<file path="src/rtl/bslfsr_pkg.sv">
package bslfsr_pkg;

    typedef enum logic [1:0] {
        OP_HOLD = 2'd0,
        OP_STEP = 2'd1,
        OP_LOAD = 2'd2
    } lfsr_op_e;

    typedef struct packed {
        logic en;
        logic load;
    } lfsr_ctrl_t;

    // Feedback mask (bit k set means stage k+1 feeds back) giving a
    // maximal-length sequence for widths 3 to 16.
    function automatic logic [63:0] default_taps(input int w);
        case (w)
            3:       return 64'h6;
            4:       return 64'hC;
            5:       return 64'h14;
            6:       return 64'h30;
            7:       return 64'h60;
            8:       return 64'hB8;
            9:       return 64'h110;
            10:      return 64'h240;
            11:      return 64'h500;
            12:      return 64'h829;
            13:      return 64'h100D;
            14:      return 64'h2015;
            15:      return 64'h6000;
            16:      return 64'hD008;
            default: return 64'hB8;
        endcase
    endfunction

    // Number of neighbouring output pairs that get exchanged.
    function automatic int swap_pairs(input int w);
        return (w - 1) / 2;
    endfunction

    function automatic lfsr_op_e decode_op(input lfsr_ctrl_t c);
        if (c.load)
            return OP_LOAD;
        else if (c.en)
            return OP_STEP;
        else
            return OP_HOLD;
    endfunction

endpackage

</file>
<file path="src/rtl/bslfsr_core.sv">
module bslfsr_core
    import bslfsr_pkg::*;
#(
    parameter int          WIDTH = 8,
    parameter logic [63:0] TAPS  = default_taps(WIDTH)
) (
    input  logic             clk,
    input  logic             rst,
    input  logic             en_i,
    input  logic             load_i,
    input  logic [WIDTH-1:0] seed_i,
    output logic [WIDTH-1:0] state_o
);
    localparam logic [WIDTH-1:0] TAP_MASK  = TAPS[WIDTH-1:0];
    localparam logic [WIDTH-1:0] SAFE_SEED = {{(WIDTH-1){1'b0}}, 1'b1};

    logic [WIDTH-1:0] state_q;
    logic [WIDTH-1:0] state_d;
    logic             fb_bit;
    lfsr_ctrl_t       ctrl;
    lfsr_op_e         op;

    assign ctrl   = '{en: en_i, load: load_i};
    assign op     = decode_op(ctrl);
    assign fb_bit = ^(state_q & TAP_MASK);

    always_comb begin
        state_d = state_q;
        unique case (op)
            OP_LOAD: state_d = (seed_i == '0) ? SAFE_SEED : seed_i;
            OP_STEP: state_d = {state_q[WIDTH-2:0], fb_bit};
            default: state_d = state_q;
        endcase
    end

    always_ff @(posedge clk) begin
        if (rst)
            state_q <= SAFE_SEED;
        else
            state_q <= state_d;
    end

    assign state_o = state_q;

    // idle cycles keep the state
    a_r2_hold: assert property (@(posedge clk) disable iff (rst)
        (!en_i && !load_i) |=> $stable(state_q));

    // nonzero seed is taken regardless of enable
    a_r3_load: assert property (@(posedge clk) disable iff (rst)
        (load_i && seed_i != '0) |=> (state_q == $past(seed_i)));

    // zero seed is replaced
    a_r4_zero_seed: assert property (@(posedge clk) disable iff (rst)
        (load_i && seed_i == '0) |=> (state_q == SAFE_SEED));

    // stepping shifts the register up by one
    a_r5_shift: assert property (@(posedge clk) disable iff (rst)
        (en_i && !load_i) |=> (state_q[WIDTH-1:1] == $past(state_q[WIDTH-2:0])));

    // lock-up state never reached
    a_r8_nonzero: assert property (@(posedge clk) disable iff (rst)
        state_q != '0);

endmodule

</file>
<file path="src/rtl/bslfsr_swap.sv">
module bslfsr_swap
    import bslfsr_pkg::*;
#(
    parameter int WIDTH = 8
) (
    input  logic [WIDTH-1:0] raw_i,
    output logic [WIDTH-1:0] word_o
);
    localparam int NPAIRS = swap_pairs(WIDTH);
    localparam int NSWAP  = 2 * NPAIRS;

    logic steer;
    assign steer = raw_i[WIDTH-1];

    for (genvar k = 0; k < WIDTH; k++) begin : g_cell
        if (k < NSWAP) begin : g_pair
            if ((k % 2) == 0) begin : g_lo
                assign word_o[k] = steer ? raw_i[k] : raw_i[k+1];
            end else begin : g_hi
                assign word_o[k] = steer ? raw_i[k] : raw_i[k-1];
            end
        end else begin : g_pass
            assign word_o[k] = raw_i[k];
        end
    end

endmodule

</file>
<file path="src/rtl/bslfsr_gen.sv">
module bslfsr_gen
    import bslfsr_pkg::*;
#(
    parameter int          WIDTH = 8,
    parameter logic [63:0] TAPS  = default_taps(WIDTH)
) (
    input  logic             clk,
    input  logic             rst,
    input  logic             en_i,
    input  logic             load_i,
    input  logic [WIDTH-1:0] seed_i,
    output logic [WIDTH-1:0] word_o,
    output logic             scan_o
);
    logic [WIDTH-1:0] state;

    bslfsr_core #(.WIDTH(WIDTH), .TAPS(TAPS)) u_core (
        .clk     (clk),
        .rst     (rst),
        .en_i    (en_i),
        .load_i  (load_i),
        .seed_i  (seed_i),
        .state_o (state)
    );

    bslfsr_swap #(.WIDTH(WIDTH)) u_swap (
        .raw_i  (state),
        .word_o (word_o)
    );

    assign scan_o = state[WIDTH-1];

    // steering bit high means straight pass-through
    a_r6_pass: assert property (@(posedge clk) disable iff (rst)
        state[WIDTH-1] |-> (word_o == state));

    // exchange only rearranges bits, so weight is preserved
    a_r9_weight: assert property (@(posedge clk) disable iff (rst)
        $countones(word_o) == $countones(state));

    // steering bit is never exchanged
    a_r7_steer_kept: assert property (@(posedge clk) disable iff (rst)
        word_o[WIDTH-1] == scan_o);

endmodule

</file>
<file path="config.mk">
export PLATFORM = sky130hd
export DESIGN_NAME = bslfsr_gen
export DESIGN_NICKNAME = d
export VERILOG_FILES = /design/src/rtl/bslfsr_pkg.sv /design/src/rtl/bslfsr_core.sv /design/src/rtl/bslfsr_swap.sv /design/src/rtl/bslfsr_gen.sv
export SDC_FILE = /design/constraint.sdc
export NUM_CORES = 1
export LEC_CHECK = 0
export BUFFER_PORTS_ARGS = -buffer_cell sky130_fd_sc_hd__buf_2
export CAP_MARGIN = 40
export CORE_AREA = 2 2 39 41
export CTS_CLUSTER_DIAMETER = 200
export DETAILED_ROUTE_END_ITERATION = 10
export DIE_AREA = 0 0 41 43
export GPL_ROUTABILITY_DRIVEN = 0
export PLACE_DENSITY = 0.64
export SYNTH_ARGS = -nofsm -noshare
export SYNTH_HDL_FRONTEND = slang
export SYNTH_SLANG_ARGS = --single-unit
</file>
<file path="constraint.sdc">
create_clock -name clk -period 1.4 [get_ports clk]
set_clock_uncertainty 0.2 [all_clocks]
set_input_delay 0.07 -clock clk [delete_from_list [all_inputs] [get_ports clk]]
set_output_delay 0.07 -clock clk [all_outputs]
set_load 0.1 [all_outputs]
</file>
==> qor.yml, run 1 <==
synthesis:
  synth-adder-area-share: 0
  syn_nets: 64
  ys_seq_area_frac: 0.297
  synthSimpleGateAreaFrac: 0.107
  synth_seq_cells: 8
  synth_top_family_by_area: "multiplexers"
  netlist_area_sq_um: 539
  synth_cell_type_count: 20
  synth-compound-area-share: 0.0650
  yosysTopAreaCell: "dfxtp_1"
  synthTopCellsByArea: "dfxtp_1 (30%), mux2_2 (25%), mux2i_1 (11%)"
  synth_edf_count: 0
  yosysMostFrequentCell: "mux2_2"
  muxShareOfSynthArea: 0.362
  syn_area_per_cell_sq_um: 10.4
  yosysTopAreaCellShare: 0.297
  yosys_warnings: 0
  async_flop_share: 0
  synthXorXnorAreaFrac: 0.0766
  synth_commonest_cells: "mux2_2 (12), dfxtp_1 (8), nor2_1 (7), mux2i_1 (6)"
  synth_ff_type: "dfxtp_1"
  synthCells: 52
placement:
  portBuffers: 20
  place_ws_ps: 96.9
clocking:
  ctsHtreeMaxLevel: 1
  clockRootBuffer: "clkbuf_4"
  cts_max_path_buffers: 2
  cts_buffers: 3
  clk_latency_ps: 250
  cts_tree: "yes"
  cts.clk_slew.worst_paths_ps: 60
  cts_num_sinks: 8
routing:
  remaining_drc_errors: 0
  wl_met2_um: 608
  drtAntennaViolNets: 0
  route.met3.wl_um: 51
  num_vias: 473
  totalWireLength_mm: 1.18
  highest_layer: "met4"
  detail_route.wl_per_cell_um: 12.2
  drt_iter0_markers: 2
  first_pass_iters: 4
  vias_per_cell: 4.88
  wl_met1_um: 511
floorplan:
  die_w_um: 41
  fp.dieArea_sq_um: 1760
  die_h_um: 43
  io_pins: 21
  coreArea_sq_um: 1380
  initial_core_util: 0.390
  rows: 14
sta:
  max-slew-margin-rel: 0.679
  hold_viol_final: 0
  rsz0062_at_grt: "true"
  tightest_slew_ps: 485
  min_period_ps: 1440
  finalHoldWorstSlack_ps: 37.0
  setup_viol: 9
  setup_ws_ps: -39.2
  drv_slew: 0
  fmax_mhz: 695
  fin_crit_sh: 1.03
worst_setup_path:
  cp_slowest_cell: "dfxtp_4"
  crit_type: "reg -> out"
  crit_start: "u_core.state_o[7]$_SDFFE_PP0P_"
  worst-r2r-setup-slack_ps: -30
  max_stage_delay_ps: 420
  crit_family: "flip-flops"
  worstSetupStartpointType: "register"
  regToRegStartpoint: "u_core.state_o[7]$_SDFFE_PP0P_"
  arrival_ps: 1170
  critPathRequiredTime_ps: 1130
  r2r_end: "u_core.state_o[7]$_SDFFE_PP0P_"
  critical_path_depth: 2
  path_buf_inv: 1
  cp-endpoint: "word_o[4]"
  end_kind: "output port"
  crit_path_max_fanout: 7
  worstPathCellList: "mux2_4 > buf_12"
  rr_worst_depth: 5
cells_and_area:
  multi_input_area_sq_um: 358
  fill_cells: 98
  areaGrowthSynthToFinish_pct: 66.4
  fin_nets: 94
  register_area_sq_um: 164
  layout-drive-gt1-share: 0.519
  largest_reg_flops: 8
  diodes: 0
pwr:
  p_leak_uw: 0.000400
  irDropWorstVdd_mv: 0.757
  p_per_area_nw_per_um2: 973
status:
  outcome: "finished, violations left"
  violations: "setup timing"
global_routing:
  grt_pass1_vias: 459
  grt_remaining_overflow: 0
  grt_use_total: 0.162
  antenna_found_initial: 0
  grt_max_degree: 12
  grt_pass1_wl_mm: 1.86
hold_path:
  hold_path_class: "in -> reg"
job:
  cap_violations: 0
[final cells by class]
type / count / area share
clock buffer: 4 / 0.0293
inverter: 1 / 0.00418
multi-input combinational: 37 / 0.399
sequential: 8 / 0.183
tap: 16 / 0.0223
timing repair buffer: 31 / 0.363
[kinds of logic (layout without fill, tap and decap cells)]
group                     Yosys count  after routing
xor gates and xnor gates            3              3
buffers and inverters               7             36
and+or+nand+nor                    12             12
DFF                                 8              8
muxes                              18             18
AOI/OAI and AO/OA                   4              4
[power by group]
group / switching, uW / total (uW) / internal (uW)
clock: 83.0 / 192 / 109
sequential: 22.8 / 267 / 244
combinational: 235 / 414 / 179
[cells in the final DEF (no fill, tap or decap)]
| master | count |
|---|---|
| a211oi_1 | 1 |
| buf_4 | 2 |
| nor2_1 | 7 |
| nor3_1 | 1 |
| clkbuf_4 | 3 |
| dfxtp_1 | 7 |
| nor2b_1 | 1 |
| mux2i_1 | 6 |
| inv_1 | 1 |
| dfxtp_4 | 1 |
| nor3b_1 | 1 |
| mux2_2 | 6 |
| nor4_2 | 1 |
| o311ai_2 | 1 |
| buf_12 | 8 |
| a21oi_1 | 1 |
| mux2_4 | 6 |
| clkbuf_1 | 1 |
| dlygate4sd3_1 | 9 |
| buf_2 | 12 |
| xnor2_2 | 2 |
| xnor2_1 | 1 |
| a31oi_1 | 1 |
| and2_1 | 1 |
[metal layers]
| metal | vias to the layer above | GRT usage |
|---|---|---|
| li1 | 239 | - |
| met1 | 218 | 0.179 |
| met2 | 14 | 0.256 |
| met3 | 2 | 0.0471 |
| met4 | 0 | 0.100 |
| met5 | - | 0 |
[through the flow]
stage | power (uW) | std cells | utilization | TNS (ps) | area, sq um
5_1_grt | 916 | 97 | 0.648 | -633 | 897
2_1_floorplan | 550 | 52 | - | -104 | 569
3_3_place_gp | 615 | 83 | 0.511 | 0 | 707
6_report | 873 | 97 | 0.648 | -274 | 897
3_5_place_dp | 619 | 83 | 0.511 | 0 | 707
4_1_cts | 883 | 97 | 0.644 | -405 | 891
[what timing repair did]
item / in CTS / in global routing
setup buffers: 1 / 0
hold endpoints to repair: 8 / 0
endpoints found under the setup margin: 6 / 10
hold buffers: 9 / 0
resized for setup: 16 / 1
[how the worst min path moves through the flow]
stage / to / slack [ps] / depth (start not counted) / startpoint
floorplan: u_core.state_o[7]$_SDFFE_PP0P_ / 20 / 2 / seed_i[7]
global placement: u_core.state_o[0]$_SDFFE_PP1P_ / 120 / 3 / seed_i[0]
detailed placement: u_core.state_o[0]$_SDFFE_PP1P_ / 120 / 3 / seed_i[0]
CTS: u_core.state_o[0]$_SDFFE_PP1P_ / 30 / 3 / en_i
global route: u_core.state_o[7]$_SDFFE_PP0P_ / 60 / 3 / load_i
finish: u_core.state_o[0]$_SDFFE_PP1P_ / 40 / 2 / load_i
(Power assumes the default switching activity.)
==> inputs of run 2 (changes only) <==
- CTS_BUF_LIST: unset -> sky130_fd_sc_hd__clkbuf_8 sky130_fd_sc_hd__clkbuf_16
==> run 2 against run 1 <==
  * Worst setup slack better by 9.1 ps
  * Cell area grew 2.6%
  * Highest routed layer unchanged
  * Via count up 1.1%
  * Non-clock buffer count down 1
  * Clock power grew 56%
  * Global-route usage increased by 0.71 points
  * The run still ends with setup timing left
  * Critical path type unchanged
  * Fmax increased by 0.63%
  * Sequential share of layout area fell by 0.47 points
  * Critical path depth stayed put
==> qor.yml, run 2 (synthesis results as in run 1) <==
hold_path:
  whs_path_depth: 3  # +1
  hold_path_class: "in -> reg"
clocking:
  ctsHtreeMaxLevel: 1  # unchanged
  cts_buffers: 3  # unchanged
  clockRootBuffer: "clkbuf_8"
  cts_num_sinks: 8  # unchanged
  cts_tree: "yes"
  cts_max_path_buffers: 2  # unchanged
  clk_latency_ps: 240  # about the same
  cts.clk_slew.worst_paths_ps: 50  # about the same
floorplan:
  die_w_um: 41  # unchanged
  io_pins: 21  # unchanged
  coreArea_sq_um: 1380  # unchanged
  fp.dieArea_sq_um: 1760  # unchanged
  initial_core_util: 0.390  # unchanged
  die_h_um: 43  # unchanged
  rows: 14  # unchanged
routing:
  first_pass_iters: 2  # -2
  drt_iter0_markers: 2  # unchanged
  vias_per_cell: 4.98  # +2.1%
  remaining_drc_errors: 0  # unchanged
  num_vias: 478  # +1.1%
  detail_route.wl_per_cell_um: 12.6  # +3.3%
  totalWireLength_mm: 1.21  # +2.2%
  drtAntennaViolNets: 0  # unchanged
status:
  outcome: "finished, violations left"
  violations: "setup timing"
sta:
  fmax_mhz: 699  # +0.63%
  finalHoldWorstSlack_ps: 58.0  # +21.0 ps
  min_period_ps: 1430  # -9.07 ps
  max-slew-margin-rel: 0.679  # about the same
  tightest_slew_ps: 484  # -0.120 ps
  rsz0062_at_grt: "true"
  hold_viol_final: 0  # unchanged
  setup_viol: 6  # -3
  tns_ps: -172  # +102 ps
  setup_ws_ps: -30.1  # +9.07 ps
  fin_crit_sh: 1.02  # -0.00648
  drv_slew: 0  # unchanged
worst_setup_path:
  arrival_ps: 1160  # about the same
  crit_path_max_fanout: 7  # unchanged
  cp_slowest_cell: "dfxtp_4"
  worstPathCellList: "mux2_4 > buf_12"
  rr_worst_depth: 4  # -1
  worstSetupStartpointType: "register"
  critPathRequiredTime_ps: 1130  # about the same
  crit_type: "reg -> out"
  end_kind: "output port"
  max_stage_delay_ps: 420  # about the same
job:
  cap_violations: 0  # unchanged
cells_and_area:
  mostFrequentLayoutCell: "buf_2"
  fin_nets: 93  # -1.1%
  final_cell_mix: "buf_2 (12), dlygate4sd3_1 (9), buf_12 (8)"
  fin_cells: 96  # -1.0%
  diodes: 0  # unchanged
  areaGrowthSynthToFinish_pct: 70.8
  largest_reg_flops: 8  # unchanged
  layout-drive-gt1-share: 0.513  # -0.00602
placement:
  portBuffers: 20  # unchanged
  placed_cells: 83  # unchanged
  place_ws_ps: 96.9  # unchanged
pwr:
  irDropWorstVdd_mv: 0.620  # -18%
  p_leak_uw: 0.000408  # +2.2%
  p_per_area_nw_per_um2: 1070  # +9.7%
global_routing:
  antenna_found_initial: 0  # unchanged
  grt_remaining_overflow: 0  # unchanged
  grt_pass1_vias: 479  # +4.4%
  grt_pass1_wl_mm: 1.94  # +4.0%
  grt_max_degree: 12  # unchanged
  grt_use_total: 0.169  # +0.00706
[run 2: path summary, 6_finish.rpt]
path	start	to	slack, ps
worst max-delay path	u_core.state_o[7]$_SDFFE_PP0P_	word_o[4]	-30
worst max register to register	u_core.state_o[7]$_SDFFE_PP0P_	u_core.state_o[0]$_SDFFE_PP1P_	90
worst min-delay path	en_i	u_core.state_o[0]$_SDFFE_PP1P_	60
worst min register to register	u_core.state_o[1]$_SDFFE_PP0P_	u_core.state_o[1]$_SDFFE_PP0P_	450
[run 2: per-stage QoR]
step	power (uW)	area [sq um]	utilization
after global placement	615	707	0.511
final	983	921	0.665
after global routing	1020	921	0.665
after CTS	991	917	0.663
after floorplan	550	569	-
after detailed placement	619	707	0.511
[run 2: metal layers]
metal | track usage | wire length (um)
met3 | 0.0471 | 62
met4 | 0.120 | 30
met1 | 0.182 | 515
met2 | 0.266 | 601
met5 | 0 | 0
[run 2: where the power goes]
| part | switching (uW) | leakage (uW) | internal [uW] | total [uW] |
|---|---|---|---|---|
| combinational | 236 | 0.000315 | 179 | 415 |
| sequential | 23.7 | 0.0000670 | 245 | 268 |
| clock | 108 | 0.0000269 | 191 | 299 |
| total | 368 | 0.000408 | 615 | 983 |
[run 2: final cells by class]
cell class / count / area (sq um)
timing repair buffer: 30 / 322
tap: 16 / 20.0
multi-input combinational: 37 / 367
sequential: 8 / 164
clock inverter: 1 / 3.75
clock buffer: 3 / 41.3
fill: 98 / 463
inverter: 1 / 3.75
[run 2: worst max-delay path, delay by kind of cell (launching register included)]
kind | cells | cell delay, ps
buf+inv | 1 | 170
flops | 1 | 420
mux | 1 | 330
[run 2: what timing repair did]
item                       CTS  global route
gates resized for setup     18             2
pin swaps                    0             1
hold endpoints to repair     8             0
hold buffers                 9             0
setup endpoints to repair    6             8
setup buffers                1             0
==> inputs of run 3 (changes only) <==
- PLACE_DENSITY: 0.64 -> 0.66
- SYNTH_HIERARCHICAL: unset -> 1
==> run 3 against run 2 <==
  * The flow still finishes with violations (setup timing)
  * Worst setup slack better by 13 ps
  * Worst hold slack barely moved
  * Critical path depth did not move
  * Cell count up 1.0%
  * Sequential power is essentially flat
  * Combinational power about the same
  * Fmax increased by 0.90%
  * Via count fell by 1.9%
  * Core utilization fell by 2.0 points
  * First-iteration DRC count rose to 4.0 times the previous value
  * Largest cell class unchanged
  * Largest power group unchanged
==> qor.yml, run 3 <==
floorplan:
  die_h_um: 43  # unchanged
  io_pins: 21  # unchanged
  fp.dieArea_sq_um: 1760  # unchanged
  die_w_um: 41  # unchanged
  coreArea_sq_um: 1380  # unchanged
  rows: 14  # unchanged
  initial_core_util: 0.390  # unchanged
global_routing:
  grt_max_degree: 12  # unchanged
  grt_pass1_wl_mm: 1.94  # unchanged
  grt_pass1_vias: 469  # -2.1%
  antenna_found_initial: 0  # unchanged
  grt_use_total: 0.168  # -0.00118
  grt_remaining_overflow: 0  # unchanged
sta:
  hold_viol_final: 0  # unchanged
  drv_slew: 0  # unchanged
  tightest_slew_ps: 485  # +0.221 ps
  setup_ws_ps: -17.4  # +12.8 ps
  max-slew-margin-rel: 0.679  # about the same
  min_period_ps: 1420  # -12.8 ps
  fmax_mhz: 706  # +0.90%
  rsz0062_at_grt: "true"
  setup_viol: 6  # unchanged
  fin_crit_sh: 1.01  # -0.00912
worst_setup_path:
  end_kind: "output port"
  crit_path_max_fanout: 8  # +1
  cp_slowest_cell: "dfxtp_4"
  critPathRequiredTime_ps: 1130  # about the same
  crit_family: "flip-flops"
  arrival_ps: 1150  # about the same
  path_buf_inv: 1  # unchanged
  max_stage_delay_ps: 410  # about the same
  crit_type: "reg -> out"
  worstSetupStartpointType: "register"
  worstPathCellList: "mux2_4 > buf_12"
synthesis:
  synth_edf_count: 0  # unchanged
  yosysTopAreaCellShare: 0.297  # unchanged
  syn_area_per_cell_sq_um: 10.4  # unchanged
  yosys_warnings: 6  # +6
  yosysTopAreaCell: "dfxtp_1"
  syn_nets: 64  # unchanged
  synth_cell_type_count: 20  # unchanged
  synthTopCellsByArea: "dfxtp_1 (30%), mux2_4 (17%), mux2_2 (13%)"
  synth_commonest_cells: "dfxtp_1 (8), nor2_1 (7), mux2_2 (6), mux2_4 (6), mux2i_1 (6)"
  ys_seq_area_frac: 0.297  # unchanged
  async_flop_share: 0  # unchanged
  yosysMostFrequentCell: "dfxtp_1"
  netlist_area_sq_um: 539  # unchanged
  synth_ff_type: "dfxtp_1"
  synthCells: 52  # unchanged
  synth_seq_cells: 8  # unchanged
cells_and_area:
  largest_reg_flops: 8  # unchanged
  areaGrowthSynthToFinish_pct: 65.7
  layout-drive-gt1-share: 0.481  # -0.0310
  mostFrequentLayoutCell: "buf_2"
  fin_nets: 94  # +1.1%
  fin_cells: 97  # +1.0%
  diodes: 0  # unchanged
  multi_input_area_sq_um: 335  # -8.5%
  final_area_sq_um: 893  # -3.0%
  final_cell_mix: "buf_2 (12), dlygate4sd3_1 (9), buf_12 (8)"
  register_area_sq_um: 164  # unchanged
  fill_cells: 106  # +8.2%
routing:
  remaining_drc_errors: 0  # unchanged
  num_vias: 469  # -1.9%
  detail_route.wl_per_cell_um: 13.1  # +4.2%
  drt_iter0_markers: 8  # +6
  drtAntennaViolNets: 0  # unchanged
  totalWireLength_mm: 1.27  # +5.3%
  vias_per_cell: 4.84  # -2.9%
  first_pass_iters: 4  # +2
clocking:
  cts_max_path_buffers: 2  # unchanged
  cts_num_sinks: 8  # unchanged
  cts_tree: "yes"
  ctsHtreeMaxLevel: 1  # unchanged
  cts.clk_slew.worst_paths_ps: 50  # about the same
  clk_latency_ps: 230  # about the same
  cts_buffers: 3  # unchanged
  clockRootBuffer: "clkbuf_8"
placement:
  dp_hpwl_um: 765
  placed_area_sq_um: 647  # -8.5%
  portBuffers: 20  # unchanged
  placed_cells: 82  # -1.2%
status:
  outcome: "finished, violations left"
  violations: "setup timing"
pwr:
  irDropWorstVdd_mv: 0.587  # -5.4%
  total_power_uw: 973  # -1.0%
  p_per_area_nw_per_um2: 1090  # +2.0%
  p_leak_uw: 0.000404  # -1.0%
hold_path:
  hold_path_class: "in -> reg"
job:
  cap_violations: 0  # unchanged
run 3: repair_timing:
action,CTS,global route
endpoints found under the setup margin,6,7
hold endpoints to repair,8,0
hold buffers,9,0
resized for setup,24,1
setup buffers,2,0
run 3: cells by family (layout without fill, tap and decap cells):
logic type,count (synthesis),count (layout),share of synthesized area
xor+xnor,3,3,0.0487
simple gates,12,12,0.107
flops,8,8,0.297
mux,18,18,0.404
compound gates,4,4,0.0511
buf+inv,7,36,0.0928
run 3: worst reg2reg max path, stage by stage, from the launching register on:
cell	delay (ps)
dfxtp_4	380
buf_4	150
xnor2_1	180
xnor2_1	100
o311ai_1	230
run 3: layer usage:
| metal | wire [um] | global-route usage |
|---|---|---|
| met4 | 19 | 0.120 |
| met5 | 0 | 0 |
| met1 | 526 | 0.169 |
| met3 | 30 | 0.0157 |
| met2 | 696 | 0.294 |
run 3: final timing paths:
| kind | start | to | slack, ps | cells past startpoint |
|---|---|---|---|---|
| setup / recovery | u_core/state_o[7]$_SDFFE_PP0P_ | word_o[1] | -20 | 2 |
| hold / removal | en_i | u_core/state_o[0]$_SDFFE_PP1P_ | 60 | 3 |
| setup reg to reg | u_core/state_o[7]$_SDFFE_PP0P_ | u_core/state_o[0]$_SDFFE_PP1P_ | 50 | 4 |
| hold reg to reg | u_core/state_o[6]$_SDFFE_PP0P_ | u_core/state_o[6]$_SDFFE_PP0P_ | 440 | 3 |
run 3: per-stage QoR:
step	setup WS [ps]	hold slack (ps)	utilization	setup TNS, ps
5_1_grt	-35.8	73.1	0.646	-197
2_1_floorplan	-28.0	15.5	-	-168
3_3_place_gp	95.2	119	0.467	0
6_report	-17.4	58.0	0.646	-85.4
3_5_place_dp	82.6	114	0.467	0
4_1_cts	-12.0	51.6	0.641	-51.7
run 3: layout make-up:
class                   count  area share
clock buffers               3      0.0462
clock inverters             1     0.00420
inverters                   1     0.00420
multi-input cells          37       0.375
flip-flops and latches      8       0.183
well taps                  16      0.0224
repair buffers             31       0.364
run 3: power by group:
part	internal (uW)	switching (uW)	total, uW
registers	245	23.1	268
logic	177	237	414
clock network	191	99.8	291
